$ cat src/rtl/cfe_pkg.sv
// Shared constants and types for the command/response FIFO engine.
// Assumes byte-wide host access and a 10-byte header with a 32-bit length.
package cfe_pkg;

    typedef enum logic [1:0] {
        ST_READY = 2'd0,
        ST_RECV  = 2'd1,
        ST_EXEC  = 2'd2,
        ST_DONE  = 2'd3
    } eng_state_t;

    localparam int HDR_BYTES = 10;
    localparam int LEN_FIRST = 2;
    localparam int LEN_LAST  = 5;

    localparam logic [7:0] OFS_STS      = 8'h18;
    localparam logic [7:0] OFS_BURST_LO = 8'h19;
    localparam logic [7:0] OFS_BURST_HI = 8'h1A;
    localparam logic [7:0] OFS_FIFO     = 8'h24;
    localparam logic [7:0] IDLE_BYTE    = 8'hFF;

    localparam int BIT_VALID  = 7;
    localparam int BIT_READY  = 6;
    localparam int BIT_GO     = 5;
    localparam int BIT_AVAIL  = 4;
    localparam int BIT_EXPECT = 3;

endpackage

$ cat src/rtl/cfe_byte_store.sv
// Byte buffer shared by the command and the response.
// One write port and two asynchronous read ports; contents are not reset.
module cfe_byte_store #(
    parameter int DEPTH = 64,
    parameter int AW    = $clog2(DEPTH)
) (
    input  logic          clk,
    input  logic          wr_en,
    input  logic [AW-1:0] wr_idx,
    input  logic [7:0]    wr_byte,
    input  logic [AW-1:0] rd_a_idx,
    output logic [7:0]    rd_a_byte,
    input  logic [AW-1:0] rd_b_idx,
    output logic [7:0]    rd_b_byte
);

    logic [7:0] cells [DEPTH];

    // Store one byte per accepted write.
    always_ff @(posedge clk) begin
        if (wr_en) begin
            cells[wr_idx] <= wr_byte;
        end
    end

    // Read ports for the backend (a) and the host (b).
    always_comb begin
        rd_a_byte = cells[rd_a_idx];
        rd_b_byte = cells[rd_b_idx];
    end

endmodule

$ cat src/rtl/cfe_len_tracker.sv
// Watches a byte stream by position and collects the big-endian length
// in header bytes 2..5, then clamps it into [HDR_BYTES, DEPTH].
// Assumes positions arrive in increasing order from 0 after each clear.
module cfe_len_tracker
    import cfe_pkg::*;
#(
    parameter int DEPTH = 64,
    parameter int CW    = $clog2(DEPTH + 1)
) (
    input  logic          clk,
    input  logic          rst_n,
    input  logic          clear,
    input  logic          push,
    input  logic [CW-1:0] idx,
    input  logic [7:0]    byte_in,
    output logic          hdr_seen,
    output logic [CW-1:0] target
);

    logic [31:0] raw_len;
    logic        in_field;

    assign in_field = (idx >= CW'(LEN_FIRST)) && (idx <= CW'(LEN_LAST));

    // Shift length bytes in, most significant first.
    always_ff @(posedge clk) begin
        if (!rst_n || clear) begin
            raw_len  <= '0;
            hdr_seen <= 1'b0;
        end else if (push) begin
            if (in_field) begin
                raw_len <= {raw_len[23:0], byte_in};
            end
            if (idx == CW'(LEN_LAST)) begin
                hdr_seen <= 1'b1;
            end
        end
    end

    // Clamp the declared length into the legal window.
    always_comb begin
        if (raw_len < 32'(HDR_BYTES)) begin
            target = CW'(HDR_BYTES);
        end else if (raw_len > 32'(DEPTH)) begin
            target = CW'(DEPTH);
        end else begin
            target = raw_len[CW-1:0];
        end
    end

endmodule

$ cat src/rtl/cfe_ctrl.sv
// Phase controller: ready, reception, execution, completion.
// Owns the write, response and read counters and derives the flags and
// the burst count. Assumes abort and go come from one status write.
module cfe_ctrl
    import cfe_pkg::*;
#(
    parameter int DEPTH = 64,
    parameter int CW    = $clog2(DEPTH + 1)
) (
    input  logic          clk,
    input  logic          rst_n,
    input  logic          abort,
    input  logic          go,
    input  logic          host_wr_fifo,
    input  logic          host_rd_fifo,
    input  logic          rsp_wr,
    input  logic          rsp_done,
    input  logic          cmd_hdr_seen,
    input  logic [CW-1:0] cmd_target,
    input  logic          rsp_hdr_seen,
    input  logic [CW-1:0] rsp_target,
    output eng_state_t    state,
    output logic [CW-1:0] wcnt,
    output logic [CW-1:0] rwcnt,
    output logic [CW-1:0] rd_ptr,
    output logic [CW-1:0] rsp_len,
    output logic          cmd_push,
    output logic          rsp_push,
    output logic          go_ok,
    output logic          expect_flag,
    output logic          avail_flag,
    output logic [15:0]   burst
);

    logic [CW-1:0] wr_limit;
    logic          cmd_complete;
    logic          rd_adv;
    logic [CW-1:0] rsp_eff;

    // Acceptance conditions for host and backend traffic.
    always_comb begin
        wr_limit     = cmd_hdr_seen ? cmd_target : CW'(DEPTH);
        cmd_complete = (state == ST_RECV) && cmd_hdr_seen && (wcnt == cmd_target);
        cmd_push     = !abort && host_wr_fifo &&
                       ((state == ST_READY) || ((state == ST_RECV) && (wcnt < wr_limit)));
        go_ok        = go && !abort && cmd_complete;
        rsp_push     = !abort && rsp_wr && !rsp_done &&
                       (state == ST_EXEC) && (rwcnt < CW'(DEPTH));
        rd_adv       = !abort && host_rd_fifo && (state == ST_DONE) && (rd_ptr < rsp_len);
        rsp_eff      = (rsp_hdr_seen && (rsp_target < rwcnt)) ? rsp_target : rwcnt;
    end

    // Phase and counter update; abort wins over everything else.
    always_ff @(posedge clk) begin
        if (!rst_n || abort) begin
            state   <= ST_READY;
            wcnt    <= '0;
            rwcnt   <= '0;
            rd_ptr  <= '0;
            rsp_len <= '0;
        end else begin
            case (state)
                ST_READY: begin
                    if (cmd_push) begin
                        state <= ST_RECV;
                        wcnt  <= CW'(1);
                    end
                end
                ST_RECV: begin
                    if (go_ok) begin
                        state <= ST_EXEC;
                        rwcnt <= '0;
                    end else if (cmd_push) begin
                        wcnt <= wcnt + CW'(1);
                    end
                end
                ST_EXEC: begin
                    if (rsp_done) begin
                        state   <= ST_DONE;
                        rsp_len <= rsp_eff;
                        rd_ptr  <= '0;
                    end else if (rsp_push) begin
                        rwcnt <= rwcnt + CW'(1);
                    end
                end
                ST_DONE: begin
                    if (rd_adv) begin
                        rd_ptr <= rd_ptr + CW'(1);
                    end
                end
                default: state <= ST_READY;
            endcase
        end
    end

    // Status flags and burst count seen by the host.
    always_comb begin
        expect_flag = (state == ST_RECV) && !cmd_complete;
        avail_flag  = (state == ST_DONE) && (rd_ptr < rsp_len);
        case (state)
            ST_READY: burst = 16'(DEPTH);
            ST_RECV:  burst = 16'(DEPTH) - 16'(wcnt);
            ST_DONE:  burst = 16'(rsp_len) - 16'(rd_ptr);
            default:  burst = 16'd0;
        endcase
    end

endmodule

$ cat src/rtl/cmd_rsp_fifo_engine.sv
// Top of the command/response FIFO engine: decodes host register accesses,
// wires the controller, both length trackers and the shared byte buffer,
// and forms the read data. Assumes DEPTH is between 10 and 65535.
module cmd_rsp_fifo_engine
    import cfe_pkg::*;
#(
    parameter int DEPTH = 64,
    parameter int AW    = $clog2(DEPTH),
    parameter int CW    = $clog2(DEPTH + 1)
) (
    input  logic          clk,
    input  logic          rst_n,
    input  logic          bus_wr,
    input  logic          bus_rd,
    input  logic [7:0]    bus_addr,
    input  logic [7:0]    bus_wdata,
    output logic [7:0]    bus_rdata,
    output logic          exec_req,
    output logic [CW-1:0] cmd_len,
    input  logic [AW-1:0] cmd_rd_addr,
    output logic [7:0]    cmd_rd_data,
    input  logic          rsp_wr,
    input  logic [7:0]    rsp_byte,
    input  logic          rsp_done
);

    logic          sts_wr, abort, go, host_wr_fifo, host_rd_fifo;
    eng_state_t    cur_state;
    logic [CW-1:0] wcnt, rwcnt, rd_ptr, rsp_len;
    logic          cmd_push, rsp_push, go_ok, expect_flag, avail_flag;
    logic [15:0]   burst;
    logic          cmd_hdr_seen, rsp_hdr_seen;
    logic [CW-1:0] cmd_target, rsp_target;
    logic          st_wr_en;
    logic [AW-1:0] st_wr_idx;
    logic [7:0]    st_wr_byte, host_byte;
    logic [7:0]    status_byte;

    // Host access decode.
    always_comb begin
        sts_wr       = bus_wr && (bus_addr == OFS_STS);
        abort        = sts_wr && bus_wdata[BIT_READY];
        go           = sts_wr && bus_wdata[BIT_GO];
        host_wr_fifo = bus_wr && (bus_addr == OFS_FIFO);
        host_rd_fifo = bus_rd && !bus_wr && (bus_addr == OFS_FIFO);
    end

    cfe_ctrl #(.DEPTH(DEPTH), .CW(CW)) u_ctrl (
        .clk          (clk),
        .rst_n        (rst_n),
        .abort        (abort),
        .go           (go),
        .host_wr_fifo (host_wr_fifo),
        .host_rd_fifo (host_rd_fifo),
        .rsp_wr       (rsp_wr),
        .rsp_done     (rsp_done),
        .cmd_hdr_seen (cmd_hdr_seen),
        .cmd_target   (cmd_target),
        .rsp_hdr_seen (rsp_hdr_seen),
        .rsp_target   (rsp_target),
        .state        (cur_state),
        .wcnt         (wcnt),
        .rwcnt        (rwcnt),
        .rd_ptr       (rd_ptr),
        .rsp_len      (rsp_len),
        .cmd_push     (cmd_push),
        .rsp_push     (rsp_push),
        .go_ok        (go_ok),
        .expect_flag  (expect_flag),
        .avail_flag   (avail_flag),
        .burst        (burst)
    );

    cfe_len_tracker #(.DEPTH(DEPTH), .CW(CW)) u_cmd_len (
        .clk      (clk),
        .rst_n    (rst_n),
        .clear    (abort),
        .push     (cmd_push),
        .idx      (wcnt),
        .byte_in  (bus_wdata),
        .hdr_seen (cmd_hdr_seen),
        .target   (cmd_target)
    );

    cfe_len_tracker #(.DEPTH(DEPTH), .CW(CW)) u_rsp_len (
        .clk      (clk),
        .rst_n    (rst_n),
        .clear    (abort || go_ok),
        .push     (rsp_push),
        .idx      (rwcnt),
        .byte_in  (rsp_byte),
        .hdr_seen (rsp_hdr_seen),
        .target   (rsp_target)
    );

    // Single buffer write port: command bytes in reception, response in execution.
    always_comb begin
        st_wr_en   = cmd_push || rsp_push;
        st_wr_idx  = cmd_push ? wcnt[AW-1:0] : rwcnt[AW-1:0];
        st_wr_byte = cmd_push ? bus_wdata : rsp_byte;
    end

    cfe_byte_store #(.DEPTH(DEPTH), .AW(AW)) u_store (
        .clk       (clk),
        .wr_en     (st_wr_en),
        .wr_idx    (st_wr_idx),
        .wr_byte   (st_wr_byte),
        .rd_a_idx  (cmd_rd_addr),
        .rd_a_byte (cmd_rd_data),
        .rd_b_idx  (rd_ptr[AW-1:0]),
        .rd_b_byte (host_byte)
    );

    // Host read data by offset.
    always_comb begin
        status_byte = 8'h00;
        status_byte[BIT_VALID]  = 1'b1;
        status_byte[BIT_READY]  = (cur_state == ST_READY);
        status_byte[BIT_AVAIL]  = avail_flag;
        status_byte[BIT_EXPECT] = expect_flag;
        case (bus_addr)
            OFS_STS:      bus_rdata = status_byte;
            OFS_BURST_LO: bus_rdata = burst[7:0];
            OFS_BURST_HI: bus_rdata = burst[15:8];
            OFS_FIFO:     bus_rdata = avail_flag ? host_byte : IDLE_BYTE;
            default:      bus_rdata = IDLE_BYTE;
        endcase
    end

    // Backend-facing outputs.
    always_comb begin
        exec_req = (cur_state == ST_EXEC);
        cmd_len  = wcnt;
    end

endmodule

$ cat config.mk
export PLATFORM = sky130hd
export DESIGN_NAME = cmd_rsp_fifo_engine
export DESIGN_NICKNAME = d
export VERILOG_FILES = /design/src/rtl/cfe_pkg.sv /design/src/rtl/cfe_byte_store.sv /design/src/rtl/cfe_len_tracker.sv /design/src/rtl/cfe_ctrl.sv /design/src/rtl/cmd_rsp_fifo_engine.sv
export SDC_FILE = /design/constraint.sdc
export NUM_CORES = 1
export LEC_CHECK = 0
export BUFFER_PORTS_ARGS = -buffer_cell sky130_fd_sc_hd__buf_2
export CELL_PAD_IN_SITES_DETAIL_PLACEMENT = 0
export CELL_PAD_IN_SITES_GLOBAL_PLACEMENT = 1
export CORE_MARGIN = 1
export CORE_UTILIZATION = 46
export CTS_CLUSTER_SIZE = 28
export DETAILED_ROUTE_END_ITERATION = 7
export PLACE_DENSITY_LB_ADDON = 0.1
export SYNTH_ARGS = -nofsm -noshare
export SYNTH_HDL_FRONTEND = slang
export SYNTH_SLANG_ARGS = --single-unit
export TNS_END_PERCENT = 30
$ cat constraint.sdc
create_clock -name clk -period 14.7 [get_ports clk]
set_clock_uncertainty 0.15 [all_clocks]
set_input_delay 2.205 -clock clk [delete_from_list [all_inputs] [get_ports clk]]
set_output_delay 2.205 -clock clk [all_outputs]
set_load 0.01 [all_outputs]
After elaboration in Yosys (flattened, before gate mapping)
Memories as Yosys holds them, arrays and structs flattened. A register that Yosys moved wholly into a read port is not among the register bits.
Index checks and enable logic that the tools add are counted.
{ "totals": {"ff_bits": 96, "ramBits": 512, "output_inout_bits": 24, "wordCells": 124, "mem_count": 1} }
{ "op_classes": {"n_addsub": 5, "order_cmp": 12, "n_eq_ne": 18, "n_mux": 30, "reduce_logical": 49} }
{ "memory_table": {"columns": ["name", "words", "width", "read_ports", "rd_ports_with_merged_regs", "wr", "line_no", "text"], "rows": [
  ["u_store.cells", 64, 8, 2, 1, 1, "cfe_byte_store.sv:17", "logic [7:0] cells [DEPTH];"]
]} }
{ "op_table": {"columns": ["op", "count"], "rows": [
  ["2-to-1 mux 7 bit", 14],
  ["> comparator 32 x 7 -> 1 bit, second input constant", 2],
  ["< comparator 32 x 4 -> 1 bit, second input constant", 2],
  ["one-hot mux 16 bit (3 select lines)", 1],
  ["one-hot mux 7 bit (2 select lines)", 3],
  ["one-hot mux 8 bit (4 select lines)", 1],
  ["logical AND 1 bit", 25],
  ["== test 8 x 5 -> 1 bit, second input constant", 3],
  ["adder 7 x 1 -> 7 bit, second input constant", 3],
  ["< comparator 7 bit", 3],
  ["2-to-1 mux 6 bit", 3],
  ["2-to-1 mux 8 bit", 2],
  ["== test 7 x 3 -> 1 bit, second input constant", 2],
  ["greater-or-equal comparator 7 x 2 -> 1 bit, second input constant", 2],
  ["<= comparator 7 x 3 -> 1 bit, second input constant", 2],
  ["AND reduction 4 bit", 3],
  ["inequality test 2 bit, second input constant", 5],
  ["AND reduction 2 bit", 5],
  ["== test 8 x 6 -> 1 bit, second input constant", 1],
  ["subtractor 7 x 7 -> 8 bit", 1],
  ["subtractor 7 x 7 -> 8 bit, first input constant", 1],
  ["== test 7 bit", 1],
  ["< comparator 7 bit, second input constant", 1],
  ["2-to-1 mux 2 bit", 3],
  ["11 further kinds", 25]
]} }

Longest topological paths before layout
{ "logic_depth": {"depth_word": 11, "depth_mapped": 18} }

Hierarchy
From an unflattened synthesis, not the netlist that was laid out.
{ "unflattened": {"hier_cells": 1905, "hier_area_um2": 30156.4} }
{ "by_module_without_submodules": {"columns": ["module", "n_inst", "cells_each", "area_each_um2", "seq_area_each_um2"], "rows": [
  ["cfe_byte_store", 1, 1195, 23954.2, 15374.7],
  ["cfe_len_tracker", 2, 148, 1425.1, 660.6],
  ["cfe_ctrl", 1, 330, 2691.3, 600.6],
  ["cmd_rsp_fifo_engine", 1, 84, 660.6, 0.0]
]} }

Least setup slack after synthesis
OpenSTA, ideal clock, no wires.
{ "synth_timing": {"path_kind": "input to output", "start": "input port cmd_rd_addr[0]", "end": "output port cmd_rd_data[0]", "arrival_time_ns": 4.763, "t_required_ns": 12.345, "path_slack_ns": 7.582, "stages": 5, "cell_sequence": "clkbuf_1 > buf_1 > mux4_2 > mux4_2 > mux4_2"} }
{ "synth_via": {"elab_chain_cells": 1} }
{ "synth_lines": {"columns": ["item", "line_no", "text"], "rows": [
  ["start: declaration", "cmd_rsp_fifo_engine.sv:20", "input logic [AW-1:0] cmd_rd_addr,"],
  ["memory read (64 x 8 bit)", null, null],
  ["end: declaration", "cmd_rsp_fifo_engine.sv:21", "output logic [7:0] cmd_rd_data,"]
]} }
Every way passes these cells.

Worst setup path in the final report
Ends and elaborated chain as after synthesis.

==> run_results.csv <==
group,metric,value,unit
logic_synthesis,netlist.area_leader.share,0.5203,
clocking,cts_tree,"yes",
floorplanning,die_area,0.06525,sq mm
logic_synthesis,seq_area_frac_synth,0.5894,
route,dr_total_vias,17020,
clocking,clock-sinks,614,
logic_synthesis,synth_edf_count,512,
sta,min_period,8184,ps
power_and_ir_drop,netSwitchingPower,0.0007955,W
critical_path,crit_type,"in -> out",
floorplanning,die_x,255.4,um
route,drtIter0Drc,1585,
power_and_ir_drop,pwr-share-comb,0.042,
logic_synthesis,synth-seq-cells,614,
critical_path,end_kind,"primary output",
sta,tns,0,ps
floorplanning,core_area,0.06331,sq mm
grt,grt_max_degree,99,
critical_path,cp_data_arrival_time,5830,ps
logic_synthesis,synth_top_cell_by_area,"edfxtp_1",
worst_hold_path,hold_path.startpoint,"u_ctrl.rsp_len[6]",
power_and_ir_drop,p_leak,10.39,nW
logic_synthesis,synth_common_cells,"edfxtp_1, mux4_2, nor2_1",
logic_synthesis,synth.area.top_cells,"edfxtp_1, mux4_2, dfxtp_1",
place,hpwl,50080,um
route,vias_per_cell,6.377,
sta,min_period_over_period,0.5567,
sta,relSlewSlack,0.09097,
critical_path,start_kind,"input port",
sta,drv_slew,0,
power_and_ir_drop,finalPower,0.003749,W
power_and_ir_drop,seqPwrFrac,0.503,
route,avgRoutedWirePerCell,29.34,um
finish,final_net_count,1843,
power_and_ir_drop,switching_share,0.2122,
sta,final_hold_viol_count,0,
critical_path,r2r_start,"u_cmd_len.raw_len[13]",
clocking,cts_buffers,69,
flow_run,cap_violations,0,
grt,grt-ovfl-total,0,
clocking,clk_pin_slew,60,ps
critical_path,setup.worst_path.start,"cmd_rd_addr[0]",
power_and_ir_drop,intPower,0.002953,W
floorplanning,num_io_pins,60,
sta,rsz0062_at_grt,"false",
clocking,clk_latency,610,ps
status,outcome,"finished, final reports clean",
clocking,cts_resized,0,
clocking,cts_root_buffer,"clkbuf_16",
logic_synthesis,syn-num-nets,1805,
clocking,htreeDepth,3,
floorplanning,rows,92,
finish,area_growth_syn_to_layout,11.25,%
grt,antenna_found_initial,3,
clocking,max-clock-path-buffers,3,
route,firstDrtPassIters,8,
power_and_ir_drop,ir_worst_vdd,0.00009618,V
place,numPortBuffers,59,
power_and_ir_drop,p_clk_frac,0.454,
logic_synthesis,yosysWarnings,0,
sta,worstMarginPinSlew,1346,ps
logic_synthesis,syn_avg_cell_area,17.03,sq um
clocking,cts_hold_buf,0,
clocking,post_cts_buffers,0,
logic_synthesis,synthArstFlopShare,0,
logic_synthesis,yosysMostFrequentCell,"edfxtp_1",
critical_path,required,12350,ps
route,drt.antenna.violating_nets,0,
route,wl,78320,um
floorplanning,die_h,255.4,um
critical_path,path_max_fanout,83,
grt,grt_usage,0.2445,
power_and_ir_drop,powerDensity,114.0,mW/mm^2
floorplanning,start_util,0.4667,
worst_hold_path,hp-class,"reg -> reg",
sta,clock.fmax,122.2,MHz
logic_synthesis,synthFlopType,"edfxtp_1",
finish,drive_above_1_share,0.2936,
sta,setup_viol,0,
logic_synthesis,synthCells,1735,
place,gp_congestion,0.8709,
logic_synthesis,synthDistinctLibCells,66,
grt,grt_pass1_vias,17140,
route,drc,0,
logic_synthesis,synth_area,0.02955,sq mm
grt,grt_pass1_wl,116700,um
## area by class of cell
type                    instances  area [sq um]
diodes                          1         2.502
clock buffers                  92          1844
clock inverters                28         341.6
fillers                      5171         30440
inverters                      33         123.9
multi-input cells             970         11560
flip-flops and latches        614         17430
well taps                     846          1059
repair buffers                 85         518.0
## state kept, by name, indices dropped and copies added (netlist names), named ones only
| register | count |
|---|---|
| u_store.cells | 512 |
| u_ctrl.rd_ptr | 7 |
| u_ctrl.wcnt | 7 |
| u_ctrl.rsp_len | 7 |
| u_rsp_len.raw_len | 32 |
| u_ctrl.state | 2 |
| u_cmd_len.raw_len | 32 |
| u_ctrl.rwcnt | 7 |
| u_cmd_len.hdr_seen | 1 |
| u_rsp_len.hdr_seen | 1 |
## routing by layer
layer	share of wire	vias up	global-route usage
met3	0.074	124	0.04325
met4	0.028	2	0.07396
met1	0.41	8960	0.3432
li1	-	7223	-
met5	0.00014	-	0
met2	0.48	712	0.3914
## power groups by stage
stage	Clock [W]	Combinational [W]	Sequential [W]
CTS	0.00173	0.000160	0.00189
detailed placement	0	0.000160	0.00192
finish	0.00170	0.000159	0.00189
global route	0.00180	0.000169	0.00189
global placement	0	0.000157	0.00192
floorplan	0	0.0000999	0.00192
## cell usage in the layout, fill, tap and decap left out, types with 6 or more instances in the layout
cell type	instances
edfxtp_1	512
mux4_2	336
nor2_1	177
dfxtp_1	98
clkbuf_16	70
mux2i_1	69
nand2_1	58
buf_2	57
a21oi_1	41
inv_1	33
ha_1	33
o21ai_0	29
buf_4	25
nand3_1	23
clkbuf_1	21
nor4_1	19
nand4_1	15
nor3_1	14
a31oi_1	13
xnor2_1	13
or3_1	12
a21o_1	10
and2_1	8
nand2_2	8
clkinv_1	8
clkinv_2	8
bufinv_16	7
nor2b_1	6
o211ai_1	6
xor2_1	6
## logic make-up after synthesis
| logic type | count (synthesis) | share of synthesized area |
|---|---|---|
| flip-flops | 614 | 0.5894 |
| multiplexers | 405 | 0.2795 |
| AND/OR/NAND/NOR | 374 | 0.05979 |
| buffers and inverters | 151 | 0.02058 |
| AO/OA/AOI/OAI | 138 | 0.03045 |
| adder cells (fa/ha/maj) | 34 | 0.01465 |
| XOR/XNOR | 19 | 0.005632 |
## final timing paths
kind | cells after the start | endpoint | slack (ps)
worst min-delay path | 2 | u_ctrl.rsp_len[6] | 320
worst min register to register | 2 | u_ctrl.rsp_len[6] | 320
worst max register to register | 14 | u_store.cells[20][5] | 9280
worst max-delay path | 6 | cmd_rd_data[0] | 6520
## per-stage QoR
stage               cells    util  worst slack [ps]  hold WS [ps]  cell area, sq um
floorplan            1735       -              7582         282.3             29550
global placement     2548  0.4847              6408         299.0             30680
detailed placement   2548  0.4847              6334         315.3             30680
CTS                  2668  0.5192              6340         324.6             32870
global route         2668  0.5192              6216         329.5             32870
finish               2669  0.5192              6516         324.9             32870
## worst max-delay path, stage by stage
cell	delay (ps)
clkbuf_8	770
buf_4	850
mux4_2	600
mux4_2	560
mux4_2	550
buf_2	170
Power figures use the tool's default switching activity.
